[src/rtl/clkcfg_pkg.sv]
package clkcfg_pkg;

    localparam int NSLOT      = 5;
    localparam int ADDR_GUARD = 0;
    localparam int ADDR_SLOT0 = 1;
    localparam int ADDR_MODE  = 6;
    localparam logic [7:0] MODE_RST = 8'h03;

    // sticky and plain bits of the mode register, bit 0 at the right
    typedef struct packed {
        logic nmi_on;
        logic wdt_lock;
        logic clk_lock;
        logic rsv;
        logic fast_sfr;
    } mode_t;

    // bits held while the clock lock is set, per slot
    function automatic logic [7:0] frz_mask(input int idx);
        case (idx)
            0:       return 8'hA4;
            1:       return 8'h03;
            2:       return 8'h01;
            3:       return 8'hFF;
            default: return 8'h00;
        endcase
    endfunction

    // implemented bits per slot
    function automatic logic [7:0] impl_mask(input int idx);
        return (idx == 4) ? 8'h03 : 8'hFF;
    endfunction

    // slot whose bit 0 is the stop request
    function automatic logic stop_slot(input int idx);
        return idx == 1;
    endfunction

endpackage

[src/rtl/clkcfg_guard.sv]
module clkcfg_guard #(
    parameter int GW = 2
) (
    input  logic          clk,
    input  logic          rst_n,
    input  logic          wr_hit,
    input  logic [GW-1:0] wdata,
    output logic [GW-1:0] guard_q
);
    logic [GW-1:0] guard_d;

    always_comb begin
        guard_d = guard_q;
        if (wr_hit) guard_d = wdata;
    end

    always_ff @(posedge clk or negedge rst_n) begin
        if (!rst_n) guard_q <= '0;
        else        guard_q <= guard_d;
    end
endmodule

[src/rtl/clkcfg_mode.sv]
module clkcfg_mode
    import clkcfg_pkg::*;
(
    input  logic       clk,
    input  logic       rst_n,
    input  logic       wr_hit,
    input  logic [4:0] wdata,
    output mode_t      mode_q
);
    mode_t mode_d;
    mode_t wr_v;

    always_comb begin
        wr_v   = mode_t'(wdata);
        mode_d = mode_q;
        if (wr_hit) begin
            mode_d.fast_sfr = wr_v.fast_sfr;
            mode_d.rsv      = wr_v.rsv;
            mode_d.clk_lock = mode_q.clk_lock | wr_v.clk_lock;
            mode_d.wdt_lock = mode_q.wdt_lock | wr_v.wdt_lock;
            mode_d.nmi_on   = mode_q.nmi_on   | wr_v.nmi_on;
        end
    end

    always_ff @(posedge clk or negedge rst_n) begin
        if (!rst_n) mode_q <= mode_t'(MODE_RST[4:0]);
        else        mode_q <= mode_d;
    end
endmodule

[src/rtl/clkcfg_ctlreg.sv]
module clkcfg_ctlreg #(
    parameter int          DW         = 8,
    parameter logic [DW-1:0] FRZ      = '0,
    parameter logic [DW-1:0] IMPL     = '1,
    parameter bit          STOP_GUARD = 1'b0
) (
    input  logic          clk,
    input  logic          rst_n,
    input  logic          wr_hit,
    input  logic [DW-1:0] wdata,
    input  logic          clk_lock,
    input  logic          wdt_lock,
    output logic [DW-1:0] val_q
);
    logic [DW-1:0] val_d;
    logic [DW-1:0] frz;
    logic [DW-1:0] stop_m;
    logic [DW-1:0] merged;

    always_comb begin
        frz    = clk_lock ? FRZ : '0;
        stop_m = (STOP_GUARD && wdt_lock)
               ? {{(DW-1){1'b0}}, ~frz[0]} : '0;
        merged = (val_q & frz) | (wdata & ~frz);
        merged = (merged & ~stop_m) | (val_q & wdata & stop_m);
        val_d  = val_q;
        if (wr_hit) val_d = merged & IMPL;
    end

    always_ff @(posedge clk or negedge rst_n) begin
        if (!rst_n) val_q <= '0;
        else        val_q <= val_d;
    end
endmodule

[src/rtl/clkcfg_bank.sv]
module clkcfg_bank
    import clkcfg_pkg::*;
#(
    parameter int AW = 3,
    parameter int DW = 8,
    parameter int GW = 2
) (
    input  logic          clk,
    input  logic          rst_n,
    input  logic [AW-1:0] bus_addr,
    input  logic [DW-1:0] bus_wdata,
    input  logic          bus_we,
    output logic [DW-1:0] bus_rdata,
    output logic [DW-1:0] ctl0_o,
    output logic [DW-1:0] ctl1_o,
    output logic [DW-1:0] ctl2_o,
    output logic [DW-1:0] pll_o,
    output logic [1:0]    psel_o,
    output logic [1:0]    sfr_wait_o,
    output logic          wdt_src_onchip_o,
    output logic          onchip_osc_run_o,
    output logic          nmi_pin_o,
    output logic          clk_locked_o
);
    localparam int MW = $bits(mode_t);

    logic [GW-1:0] guard_q;
    mode_t         mode_q;
    logic [DW-1:0] slot_q [NSLOT];

    clkcfg_guard #(.GW(GW)) u_guard (
        .clk     (clk),
        .rst_n   (rst_n),
        .wr_hit  (bus_we && bus_addr == AW'(ADDR_GUARD)),
        .wdata   (bus_wdata[GW-1:0]),
        .guard_q (guard_q)
    );

    clkcfg_mode u_mode (
        .clk    (clk),
        .rst_n  (rst_n),
        .wr_hit (bus_we && bus_addr == AW'(ADDR_MODE) && guard_q[1]),
        .wdata  (bus_wdata[MW-1:0]),
        .mode_q (mode_q)
    );

    for (genvar i = 0; i < NSLOT; i++) begin : g_slot
        clkcfg_ctlreg #(
            .DW         (DW),
            .FRZ        (DW'(frz_mask(i))),
            .IMPL       (DW'(impl_mask(i))),
            .STOP_GUARD (stop_slot(i))
        ) u_reg (
            .clk      (clk),
            .rst_n    (rst_n),
            .wr_hit   (bus_we && bus_addr == AW'(ADDR_SLOT0 + i) && guard_q[0]),
            .wdata    (bus_wdata),
            .clk_lock (mode_q.clk_lock),
            .wdt_lock (mode_q.wdt_lock),
            .val_q    (slot_q[i])
        );
    end

    always_comb begin
        bus_rdata = '0;
        if (bus_addr == AW'(ADDR_GUARD))
            bus_rdata = {{(DW-GW){1'b0}}, guard_q};
        else if (bus_addr == AW'(ADDR_MODE))
            bus_rdata = {{(DW-MW){1'b0}}, mode_q};
        else begin
            for (int k = 0; k < NSLOT; k++)
                if (bus_addr == AW'(ADDR_SLOT0 + k)) bus_rdata = slot_q[k];
        end
    end

    assign ctl0_o           = slot_q[0];
    assign ctl1_o           = slot_q[1];
    assign ctl2_o           = slot_q[2];
    assign pll_o            = slot_q[3];
    assign psel_o           = slot_q[4][1:0];
    assign sfr_wait_o       = (slot_q[3][7] && mode_q.fast_sfr) ? 2'd1 : 2'd2;
    assign wdt_src_onchip_o = mode_q.wdt_lock;
    assign onchip_osc_run_o = mode_q.wdt_lock | slot_q[2][1];
    assign nmi_pin_o        = mode_q.nmi_on;
    assign clk_locked_o     = mode_q.clk_lock;

endmodule

[config.mk]
export PLATFORM = sky130hd
export DESIGN_NAME = clkcfg_bank
export DESIGN_NICKNAME = d
export VERILOG_FILES = /design/src/rtl/clkcfg_pkg.sv /design/src/rtl/clkcfg_guard.sv /design/src/rtl/clkcfg_mode.sv /design/src/rtl/clkcfg_ctlreg.sv /design/src/rtl/clkcfg_bank.sv
export SDC_FILE = /design/constraint.sdc
export NUM_CORES = 1
export LEC_CHECK = 0
export BUFFER_PORTS_ARGS = -buffer_cell sky130_fd_sc_hd__buf_2
export CORE_MARGIN = 10
export CORE_UTILIZATION = 51
export CTS_CLUSTER_SIZE = 8
export DETAILED_ROUTE_END_ITERATION = 10
export GPL_ROUTABILITY_DRIVEN = 0
export PLACE_DENSITY = 0.86
export SLEW_MARGIN = 10
export SYNTH_ARGS = -nofsm -noshare
export SYNTH_HDL_FRONTEND = slang
export SYNTH_SLANG_ARGS = --single-unit
[constraint.sdc]
create_clock -name clk -period 1.55 [get_ports clk]
set_input_delay 0.2325 -clock clk [delete_from_list [all_inputs] [get_ports clk]]
set_output_delay 0.2325 -clock clk [all_outputs]
set_load 0.01 [all_outputs]
==> out/qor.txt, run 1 <==
Die ar.: 6950 um2
Slowest-stage cell, CP: dfrtp_1
Initial Utilization: 0.543
pwr dens: 1480 nW/um2
post-route worst setup slack: -0.122 ns
Layout Nets: 269
DRT antenna net count: 0
Worst-Margin Slew: 0.496 ns
worst hold path type: in2reg
CTS tree: built
GRT overflow: 0
n_diodes: 0
failing checks: negative setup slack
antenna violations before repair: 0
met1 Usage GRT: 0.201
synth warn: 0
Residual DRC: 0
hold depth: 2
Final Core Density: 0.752
die span in x: 83.4 um
CTS sink cnt: 41
Hold Fails Final Rpt: 0
Slew Viols, Final: 0
Yosys reg bits: 41
P_leak: 1.45 nW
layout cells sized above 1: 0.605
Most Used Layer, Global Route: met2
hold path startpoint: bus_wdata[5]
WP data required: 1.32 ns
iteration count of the initial detailed-routing pass: 4
Synth Area per Inst: 13.1 um2
M3 GR Usage: 0.0605
Critical Path End Type: output port
CP max stage delay: 0.39 ns
pre-CTS setup slack: -0.202 ns
r2r startpoint: u_guard.guard_q[0]$_DFFE_PN0P_
synth unique cells: 37
Clk pwr share: 0.170
clock-pin slew on the worst setup and hold paths: 0.08 ns
max_cap viols: 0
status: finished, violations left
synthesized instance count: 157
vias in the first global route: 1815
Logic pwr share: 0.411
WS Path Type: reg2out
vias per cell: 5.58
IO Pins: 62
CP arrival: 1.44 ns
crit-path cells: mux2_4 -> a221oi_2 -> nor2_1 -> buf_2
FF-to-FF setup slack: 0.06 ns
Fin Clk Skew: 0.0117 ns
clock buffer depth: 2
crit start category: flop
Tot GR Track Use: 0.166
Seq/Total Area, Yosys: 0.502
final period utilization: 1.08
Clk Latency, worst-skew pair: 0.30 ns
switching part of the total power: 0.342
Num CTS Buffers: 5
Via Count: 1696
Max VDD drop: 0.874 mV
DRT iter0 DRCs: 65
CTS root buffer: clkbuf_8
Buffers on Ports: 61
Final min period: 1.67 ns
Cell Rows: 22
Psw: 1.43 mW
RSZ-0062 raised after global routing: yes
core area: 3770 um2
first-pass GRT wire length: 9.60 mm
DR WL/cell: 19.9 um
CTS HTree Levels: 2
final wirelength: 6.05 mm
Achievable Freq: 0.598 GHz
final setup fails: 7
Critical Path Fanout Max: 2
Reg2Reg Depth: 5
largest net degree at the start of global routing: 22
Layout Area Growth over Synthesis: 38.4%
Post-Syn Area: 2050 um2
dpl hpwl: 4.17 mm
Int Power: 2.76 mW
sequential share of power: 0.420
Die Y: 83.4 um
Slew headroom: 0.669
synthesized net count: 171
GR Layer Usage met2: 0.272
final-layout fill cell count: 252
cell families (layout without fill, tap and decap cells):
group                  after synthesis  after routing  synth area share
buffers and inverters               11            110            0.0330
AND/OR/NAND/NOR                     33             33             0.113
flip-flops                          41             41             0.502
AO/OA/AOI/OAI                       20             20            0.0714
multiplexers                        52             52             0.281
through the flow:
| stage | power, mW | area [um2] | setup TNS, ns | cells | hold slack [ns] |
|---|---|---|---|---|---|
| global placement | 3.10 | 2520 | -2.36 | 276 | 0.217 |
| finish | 4.19 | 2840 | -0.467 | 304 | 0.207 |
| floorplan | 2.47 | 2050 | 0 | 157 | -0.0631 |
| global route | 4.44 | 2840 | -0.980 | 304 | 0.198 |
| CTS | 4.09 | 2760 | -0.314 | 299 | 0.199 |
| detailed placement | 3.17 | 2520 | -3.88 | 276 | 0.223 |
worst max-delay path by stage:
stage                                        start            to  slack (ns)
global placement                       bus_addr[1]          flop       -0.13
global route                                  flop  bus_rdata[2]       -0.20
finish                                        flop  bus_rdata[2]       -0.12
detailed placement                     bus_addr[1]          flop       -0.20
floorplan                              bus_addr[1]  bus_rdata[2]        0.14
CTS                 u_guard.guard_q[1]$_DFFE_PN0P_  bus_rdata[1]       -0.07
cells in the final DEF, fill, tap and decap left out, types with 2 or more instances in the layout:
cell and count:
nor3b_2 2, mux2_1 8, nor2_1 5, a22oi_1 2, buf_2 60, mux2_4 3, o21ai_0 3, mux2_2 33
a221oi_2 2, o21a_1 3, dfrtp_1 39, o21ai_1 2, nor3_1 2, buf_4 36, nand2b_1 2, a221o_1 2
mux2i_1 8, nand3b_1 4, a21o_1 3, buf_12 2, inv_1 3, clkbuf_8 6, dfstp_2 2, nand2_1 5
clkbuf_1 2
power by group through the flow:
| stage | clock network, mW | registers (mW) | logic (mW) |
|---|---|---|---|
| after global placement | 0 | 1.76 | 1.34 |
| after floorplan | 0 | 1.87 | 0.599 |
| final | 0.710 | 1.76 | 1.72 |
| after global routing | 0.768 | 1.81 | 1.86 |
| after CTS | 0.721 | 1.74 | 1.63 |
| after detailed placement | 0 | 1.79 | 1.38 |
repair_timing:
action	in CTS	in global routing
hold buffers	1	0
buffers inserted	14	5
endpoints found under the setup margin	7	9
hold endpoints to repair	18	0
resized for setup	7	8
pin swaps	3	4
cell usage after synthesis (all sizes together):
| cell | n | area [um2] |
|---|---|---|
| mux2 | 44 | 495 |
| dfrtp | 39 | 976 |
| mux2i | 8 | 80.1 |
| buf | 7 | 52.5 |
| nor2 | 7 | 36.3 |
| nand2 | 5 | 18.8 |
| nand3b | 5 | 41.3 |
| o21ai | 5 | 25.0 |
| nor3b | 4 | 46.3 |
| a21o | 3 | 22.5 |
| a221oi | 3 | 26.3 |
| inv | 3 | 11.3 |
| o21a | 3 | 22.5 |
| a221o | 2 | 20.0 |
| a22oi | 2 | 15.0 |
| dfstp | 2 | 52.6 |
| nand2b | 2 | 12.5 |
| nor3 | 2 | 10.0 |
| a2bb2oi | 1 | 8.76 |
| a31oi | 1 | 6.26 |
| and2b | 1 | 7.51 |
| and4 | 1 | 8.76 |
| clkbuf | 1 | 3.75 |
| nand4 | 1 | 6.26 |
| nor2b | 1 | 6.26 |
| nor4 | 1 | 6.26 |
| nor4b | 1 | 15.0 |
| nor4bb | 1 | 10.0 |
| or2 | 1 | 6.26 |
metal layers:
layer  part of all wire  up-vias  routed length [um]
li1                   -      778                   -
met5                  0        -                   0
met4              0.011        0                  66
met1               0.42      841                2530
met3              0.081        9                 490
met2               0.49       68                2970
final cells by class:
type                       instances  area, um2  share of cell area
sequential                        41       1030               0.363
tap                               48       60.1              0.0212
multi-input combinational        105       1030               0.362
clock buffer                       8       90.1              0.0318
inverter                           3       11.3             0.00397
timing repair buffer              99        621               0.219
critical path, delay by kind of cell, from the launching register on:
| kind | cells | cell delay, ns |
|---|---|---|
| AND/OR/NAND/NOR | 1 | 0.06 |
| multiplexers | 1 | 0.28 |
| AO/OA/AOI/OAI | 1 | 0.27 |
| buffers and inverters | 1 | 0.14 |
| flip-flops | 1 | 0.39 |
Power figures use the tool's default switching activity.
==> run 2: changes to the inputs <==
--- a/config.mk
+++ b/config.mk
@@ -7,11 +7,12 @@
 export LEC_CHECK = 0
 export BUFFER_PORTS_ARGS = -buffer_cell sky130_fd_sc_hd__buf_2
 export CORE_MARGIN = 10
-export CORE_UTILIZATION = 51
+export CORE_UTILIZATION = 53
+export CTS_BUF_LIST = sky130_fd_sc_hd__clkbuf_4 sky130_fd_sc_hd__clkbuf_8
 export CTS_CLUSTER_SIZE = 8
 export DETAILED_ROUTE_END_ITERATION = 10
 export GPL_ROUTABILITY_DRIVEN = 0
-export PLACE_DENSITY = 0.86
+export PLACE_DENSITY = 0.89
 export SLEW_MARGIN = 10
 export SYNTH_ARGS = -nofsm -noshare
 export SYNTH_HDL_FRONTEND = slang
==> run 2 against run 1 <==
  * The run still ends with negative setup slack left
  * Via count down 2.8%
  * Total power fell by 3.6%
  * Critical path depth did not move
  * Utilization rose by 0.23 points
  * Critical endpoint unchanged
  * Largest cell class is now multi-input gates
  * Clock-buffer cell count shrank 2
  * Clock skew shrank 0.0041 ns
  * Routed wire length down 9.8%
  * Highest routed layer unchanged
==> out/qor.txt, run 2 (synthesized netlist as in run 1, its figures left out) <==
met1 Usage GRT: 0.212
buffers plus inverters on the worst setup path: 1
final setup fails: 5
clock buffer depth: 2
r2r startpoint: u_guard.guard_q[0]$_DFFE_PN0P_
CP max stage delay: 0.39 ns
clock-pin slew on the worst setup and hold paths: 0.08 ns
leading cell types in the layout, fill and taps excluded: buf_2 (60), dfrtp_1 (39), buf_4 (30), mux2_2 (29)
Critical Path Fanout Max: 2
final wirelength: 5.45 mm
Clk Latency, worst-skew pair: 0.30 ns
Slowest-stage cell, CP: dfrtp_1
Initial Utilization: 0.556
post-route worst setup slack: -0.0923 ns
Layout Area Growth over Synthesis: 35.8%
Critical Path End Type: output port
DRT iter0 DRCs: 89
final period utilization: 1.06
Multi-input gate area: 1040 um2
core area: 3690 um2
P_leak: 1.43 nW
largest net degree at the start of global routing: 38
Max VDD drop: 1.12 mV
Num CTS Buffers: 5
Slew headroom: 0.752
Die Y: 82.2 um
n_diodes: 0
Most Used Layer, Global Route: met2
Final min period: 1.64 ns
DR WL/cell: 18.4 um
Buffers on Ports: 61
CTS tree: built
placed cell count: 277
GR Layer Usage met2: 0.271
most common cell after layout, fill and taps aside: buf_2
vias in the first global route: 1803
final non-filler cell total: 297
failing checks: negative setup slack
crit-path cells: mux2_4 -> a221oi_2 -> nor2_1 -> buf_2
IO Pins: 62
max_cap viols: 0
vias per cell: 5.55
register area: 1030 um2
crit-path leading delay family: flip-flops
RSZ-0062 raised after global routing: yes
iteration count of the initial detailed-routing pass: 4
Layout Nets: 262
WP data required: 1.32 ns
status: finished, violations left
antenna violations before repair: 0
Die ar.: 6750 um2
Worst-Margin Slew: 0.370 ns
final-layout fill cell count: 243
hold path startpoint: bus_wdata[2]
Via Count: 1648
Slew Viols, Final: 0
pre-CTS setup slack: -0.150 ns
dpl hpwl: 3.99 mm
GRT overflow: 0
CP arrival: 1.41 ns
CTS root buffer: clkbuf_8
first-pass GRT wire length: 8.96 mm
Achievable Freq: 0.609 GHz
M3 GR Usage: 0.0626
worst hold path type: in2reg
DRT antenna net count: 0
CTS HTree Levels: 2
Hold Fails Final Rpt: 0
pwr dens: 1450 nW/um2
crit start category: flop
die span in x: 82.2 um
Tot GR Track Use: 0.171
CTS sink cnt: 41
Fin Clk Skew: 0.00758 ns
Cell Rows: 22
Residual DRC: 0
WS Path Type: reg2out
layout cells sized above 1: 0.610
run 2: changes by cell type in the layout (fill, tap and decap cells not counted), sizes merged:
cell,before,now
buf,98,91
clkbuf,8,6
clkinv,0,2
run 2: final timing paths:
path / endpoint / slack [ns] / depth (start not counted)
worst max-delay path: bus_rdata[2] / -0.09 / 4
worst min-delay path: u_mode.mode_q[2]$_DFFE_PN0P_ / 0.20 / 2
worst max register to register: g_slot[0].u_reg.val_q[6]$_DFFE_PN0P_ / 0.08 / 5
worst min register to register: u_mode.mode_q[4]$_DFFE_PN0P_ / 0.50 / 1
max in group asynchronous: u_mode.mode_q[1]$_DFFE_PN1P_ / 0.79 / 3
min in group asynchronous: g_slot[4].u_reg.val_q[0]$_DFFE_PN0P_ / 0.28 / 2
run 2: where the power goes:
group / switching [mW] / internal, mW
clock network: 0.359 / 0.329
registers: 0.293 / 1.45
logic: 0.729 / 0.880
total: 1.38 / 2.66
run 2: layout make-up:
| cell class | instances | share of cell area |
|---|---|---|
| Multi-Input combinational cell | 105 | 0.374 |
| Sequential cell | 41 | 0.370 |
| Timing Repair Buffer | 92 | 0.200 |
| Clock buffer | 6 | 0.0274 |
| Tap cell | 48 | 0.0216 |
| Inverter | 3 | 0.00405 |
| Clock inverter | 2 | 0.00360 |
run 2: layer usage:
metal	vias to the layer above	part of all wire
met1	822	0.43
met3	7	0.080
met4	0	0.012
li1	769	-
met5	-	0
met2	50	0.48
run 2: metrics by stage:
stage	utilization	TNS, ns	area, um2	total power, mW	hold WS [ns]
after floorplan	-	0	2050	2.47	-0.0631
final	0.754	-0.379	2780	4.04	0.197
after detailed placement	0.681	-1.90	2510	3.14	0.0635
after global placement	0.681	-0.728	2510	3.09	0.0653
after global routing	0.754	-0.816	2780	4.31	0.191
after CTS	0.745	-0.390	2750	4.05	0.191
run 2: worst reg2reg max path: cells and delay by family (launching register included):
| kind | cells | cell delay (ns) |
|---|---|---|
| buffers and inverters | 2 | 0.33 |
| flip-flops | 1 | 0.35 |
| multiplexers | 1 | 0.33 |
| AND/OR/NAND/NOR | 2 | 0.35 |
run 2: repair_timing:
| action | 4_1_cts | 5_1_grt |
|---|---|---|
| buffers inserted | 11 | 0 |
| hold endpoints to repair | 39 | 0 |
| hold buffers | 1 | 0 |
| gates resized for setup | 14 | 7 |
| endpoints found under the setup margin | 7 | 13 |
| pin swaps | 5 | 4 |
==> run 3: changes to the inputs <==
--- a/config.mk
+++ b/config.mk
@@ -7,7 +7,7 @@
 export LEC_CHECK = 0
 export BUFFER_PORTS_ARGS = -buffer_cell sky130_fd_sc_hd__buf_2
 export CORE_MARGIN = 10
-export CORE_UTILIZATION = 53
+export CORE_UTILIZATION = 54
 export CTS_BUF_LIST = sky130_fd_sc_hd__clkbuf_4 sky130_fd_sc_hd__clkbuf_8
 export CTS_CLUSTER_SIZE = 8
 export DETAILED_ROUTE_END_ITERATION = 10
@@ -16,4 +16,6 @@
 export SLEW_MARGIN = 10
 export SYNTH_ARGS = -nofsm -noshare
 export SYNTH_HDL_FRONTEND = slang
+export SYNTH_HIERARCHICAL = 1
 export SYNTH_SLANG_ARGS = --single-unit
+export TNS_END_PERCENT = 20
==> constraint.sdc (replaced) <==
create_clock -name clk -period 1.55 [get_ports clk]
set_input_delay 0.155 -clock clk [delete_from_list [all_inputs] [get_ports clk]]
set_output_delay 0.155 -clock clk [all_outputs]
set_load 0.01 [all_outputs]
==> run 3 against run 2 <==
  * The flow still finishes with violations (negative setup slack)
  * Design area up 2.3%
  * Setup slack gained 0.044 ns
  * Register-to-register slack worse by 0.02 ns
  * Utilization is 4.2 points lower
  * Largest cell class unchanged
  * Via count rose by 5.0%
  * Final cell count rose by 4.7%
  * Area after synthesis grew 8.8%
  * Non-clock buffer count down 6
  * Routed wire length grew 10%
  * Flip-flop and latch count stayed put
  * Total power grew 5.6%
==> out/qor.txt, run 3 <==
most frequent cell after synthesis: dfrtp_1
pwr dens: 1500 nW/um2
antenna violations before repair: 0
die span in x: 84.3 um
synth cell count leaders: dfrtp_1 (39), mux2_2 (29), a21oi_1 (11), mux2_4 (11), nor2_1 (9)
Die ar.: 7100 um2
IO Pins: 62
Reg-to-Reg End: g_slot[1].u_reg/val_q[4]$_DFFE_PN0P_
final non-filler cell total: 311
worst hold path type: in2reg
Initial Utilization: 0.557
Die Y: 84.3 um
Residual DRC: 0
Buffers on Ports: 61
crit start category: flop
Synth top area share: 0.438
EDFF count, synth: 0
clock buffer depth: 2
vias per cell: 5.56
final wirelength: 6.02 mm
hold depth: 2
CTS sink cnt: 41
r2r startpoint: u_guard/guard_q[0]$_DFFE_PN0P_
CP arrival: 1.44 ns
Via Count: 1730
FF-to-FF setup slack: 0.06 ns
dpl hpwl: 4.51 mm
Num CTS Buffers: 5
Slew headroom: 0.662
iteration count of the initial detailed-routing pass: 4
max_cap viols: 0
GRT overflow: 0
Reg2Reg Depth: 4
Synth Area per Inst: 12.5 um2
final period utilization: 1.03
Synth area leaders: dfrtp_1 (44%), mux2_2 (15%), mux2_4 (7.4%), mux2i_1 (3.6%), buf_6 (3.0%)
Fin Clk Skew: 0.00353 ns
placed cell count: 296
Critical Path End Type: output port
CTS HTree Levels: 2
Final min period: 1.60 ns
most common cell after layout, fill and taps aside: buf_2
largest net degree at the start of global routing: 22
DRT iter0 DRCs: 143
CTS root buffer: clkbuf_8
vias in the first global route: 1837
Cell Rows: 23
failing checks: negative setup slack
pre-CTS setup slack: 0.0197 ns
Max VDD drop: 1.04 mV
Layout Nets: 274
Tot GR Track Use: 0.167
synthesized instance count: 178
clock-pin slew on the worst setup and hold paths: 0.08 ns
Worst-Margin Slew: 0.507 ns
WP data required: 1.39 ns
RSZ-0062 raised after global routing: yes
Post-Syn Area: 2230 um2
final instance area: 2850 um2
layout cells sized above 1: 0.602
leading cell types in the layout, fill and taps excluded: buf_2 (61), dfrtp_1 (38), mux2_2 (29), buf_4 (22), mux2_4 (13)
first-pass GRT wire length: 9.77 mm
crit path capture: bus_rdata[4]
Critical Path Fanout Max: 2
synth unique cells: 34
Synth async-reset ratio: 1.00
P_leak: 1.42 nW
Layout Area Growth over Synthesis: 27.7%
Slew Viols, Final: 0
status: finished, violations left
synth warn: 6
area of placed instances: 2640 um2
DR WL/cell: 19.4 um
CTS tree: built
Achievable Freq: 0.626 GHz
Seq/Total Area, Yosys: 0.461
post-route worst setup slack: -0.0485 ns
Yosys reg bits: 41
final setup fails: 4
n_diodes: 0
core area: 4000 um2
crit path from: g_slot[0].u_reg/val_q[4]$_DFFE_PN0P_
WS Path Type: reg2out
DRT antenna net count: 0
Hold Fails Final Rpt: 0
Post-synth top flop: dfrtp_1
Synth area leader: dfrtp_1
Clk Latency, worst-skew pair: 0.30 ns
[run 3: cell types whose count changed in the layout (fill, tap and decap cells not counted), moves of 3 or more]
cell / previous run / this run
a21oi_1: 0 / 10
buf_4: 30 / 22
mux2_1: 8 / 1
conb_1: 0 / 6
mux2_4: 7 / 13
o22ai_1: 0 / 5
nand3b_1: 4 / 0
nor2b_4: 0 / 4
a21o_1: 3 / 0
a21o_2: 0 / 3
nand3_1: 0 / 3
nor2_1: 5 / 8
[run 3: cells by family after synthesis]
| group | Yosys count | share of synthesized area |
|---|---|---|
| flops | 41 | 0.461 |
| other cells | 1 | 0.00168 |
| mux | 51 | 0.272 |
| compound gates | 30 | 0.0971 |
| buf+inv | 20 | 0.0673 |
| simple gates | 35 | 0.101 |
[run 3: how the worst min path moves through the flow]
stage / slack [ns] / start / to
2_1_floorplan: -0.14 / rst_n / asynchronous set/reset pin
3_3_place_gp: 0.14 / rst_n / asynchronous set/reset pin
3_5_place_dp: 0.14 / rst_n / g_slot[1].u_reg/val_q[2]$_DFFE_PN0P_
4_1_cts: 0.12 / bus_wdata[2] / u_mode/mode_q[2]$_DFFE_PN0P_
5_1_grt: 0.14 / bus_wdata[4] / u_mode/mode_q[4]$_DFFE_PN0P_
6_report: 0.13 / bus_wdata[3] / u_mode/mode_q[3]$_DFFE_PN0P_
[run 3: area by class of cell]
cell class              instances  area [um2]
flip-flops and latches         41        1030
clock buffers                   5        68.8
repair buffers                 86         520
multi-input cells             122        1100
inverters                       4        15.0
fillers                       267        1150
well taps                      50        62.6
clock inverters                 3        46.3
[run 3: routing by layer]
metal  vias up  GRT usage  part of all wire
met5         -          0                 0
met4         0     0.0548             0.023
met3        13     0.0415             0.045
met2        64      0.279              0.49
met1       860      0.204              0.44
li1        793          -                 -
[run 3: metrics by stage]
step,hold slack (ns),util,TNS (ns),power (mW)
detailed placement,0.144,0.660,0,3.30
CTS,0.124,0.705,-0.0841,4.27
global placement,0.142,0.660,0,3.23
global route,0.140,0.712,-0.546,4.51
floorplan,-0.141,-,0,2.61
finish,0.131,0.712,-0.0731,4.27
[run 3: worst max-delay path, stage by stage (launching register included)]
cell and delay [ns]:
dfrtp_1 0.39, mux2_4 0.28, a221oi_2 0.25, a21oi_1 0.08, buf_2 0.15
[run 3: repair_timing]
item	in CTS	in global routing
setup buffers	6	0
gates resized for setup	2	8
hold endpoints to repair	19	0
pin swaps	0	1
endpoints found under the setup margin	6	15
hold buffers	1	0
[run 3: report_power, final]
part	switching, mW	leakage (nW)	internal, mW
combinational	0.755	0.852	0.876
clock	0.382	0.0543	0.482
sequential	0.319	0.508	1.45
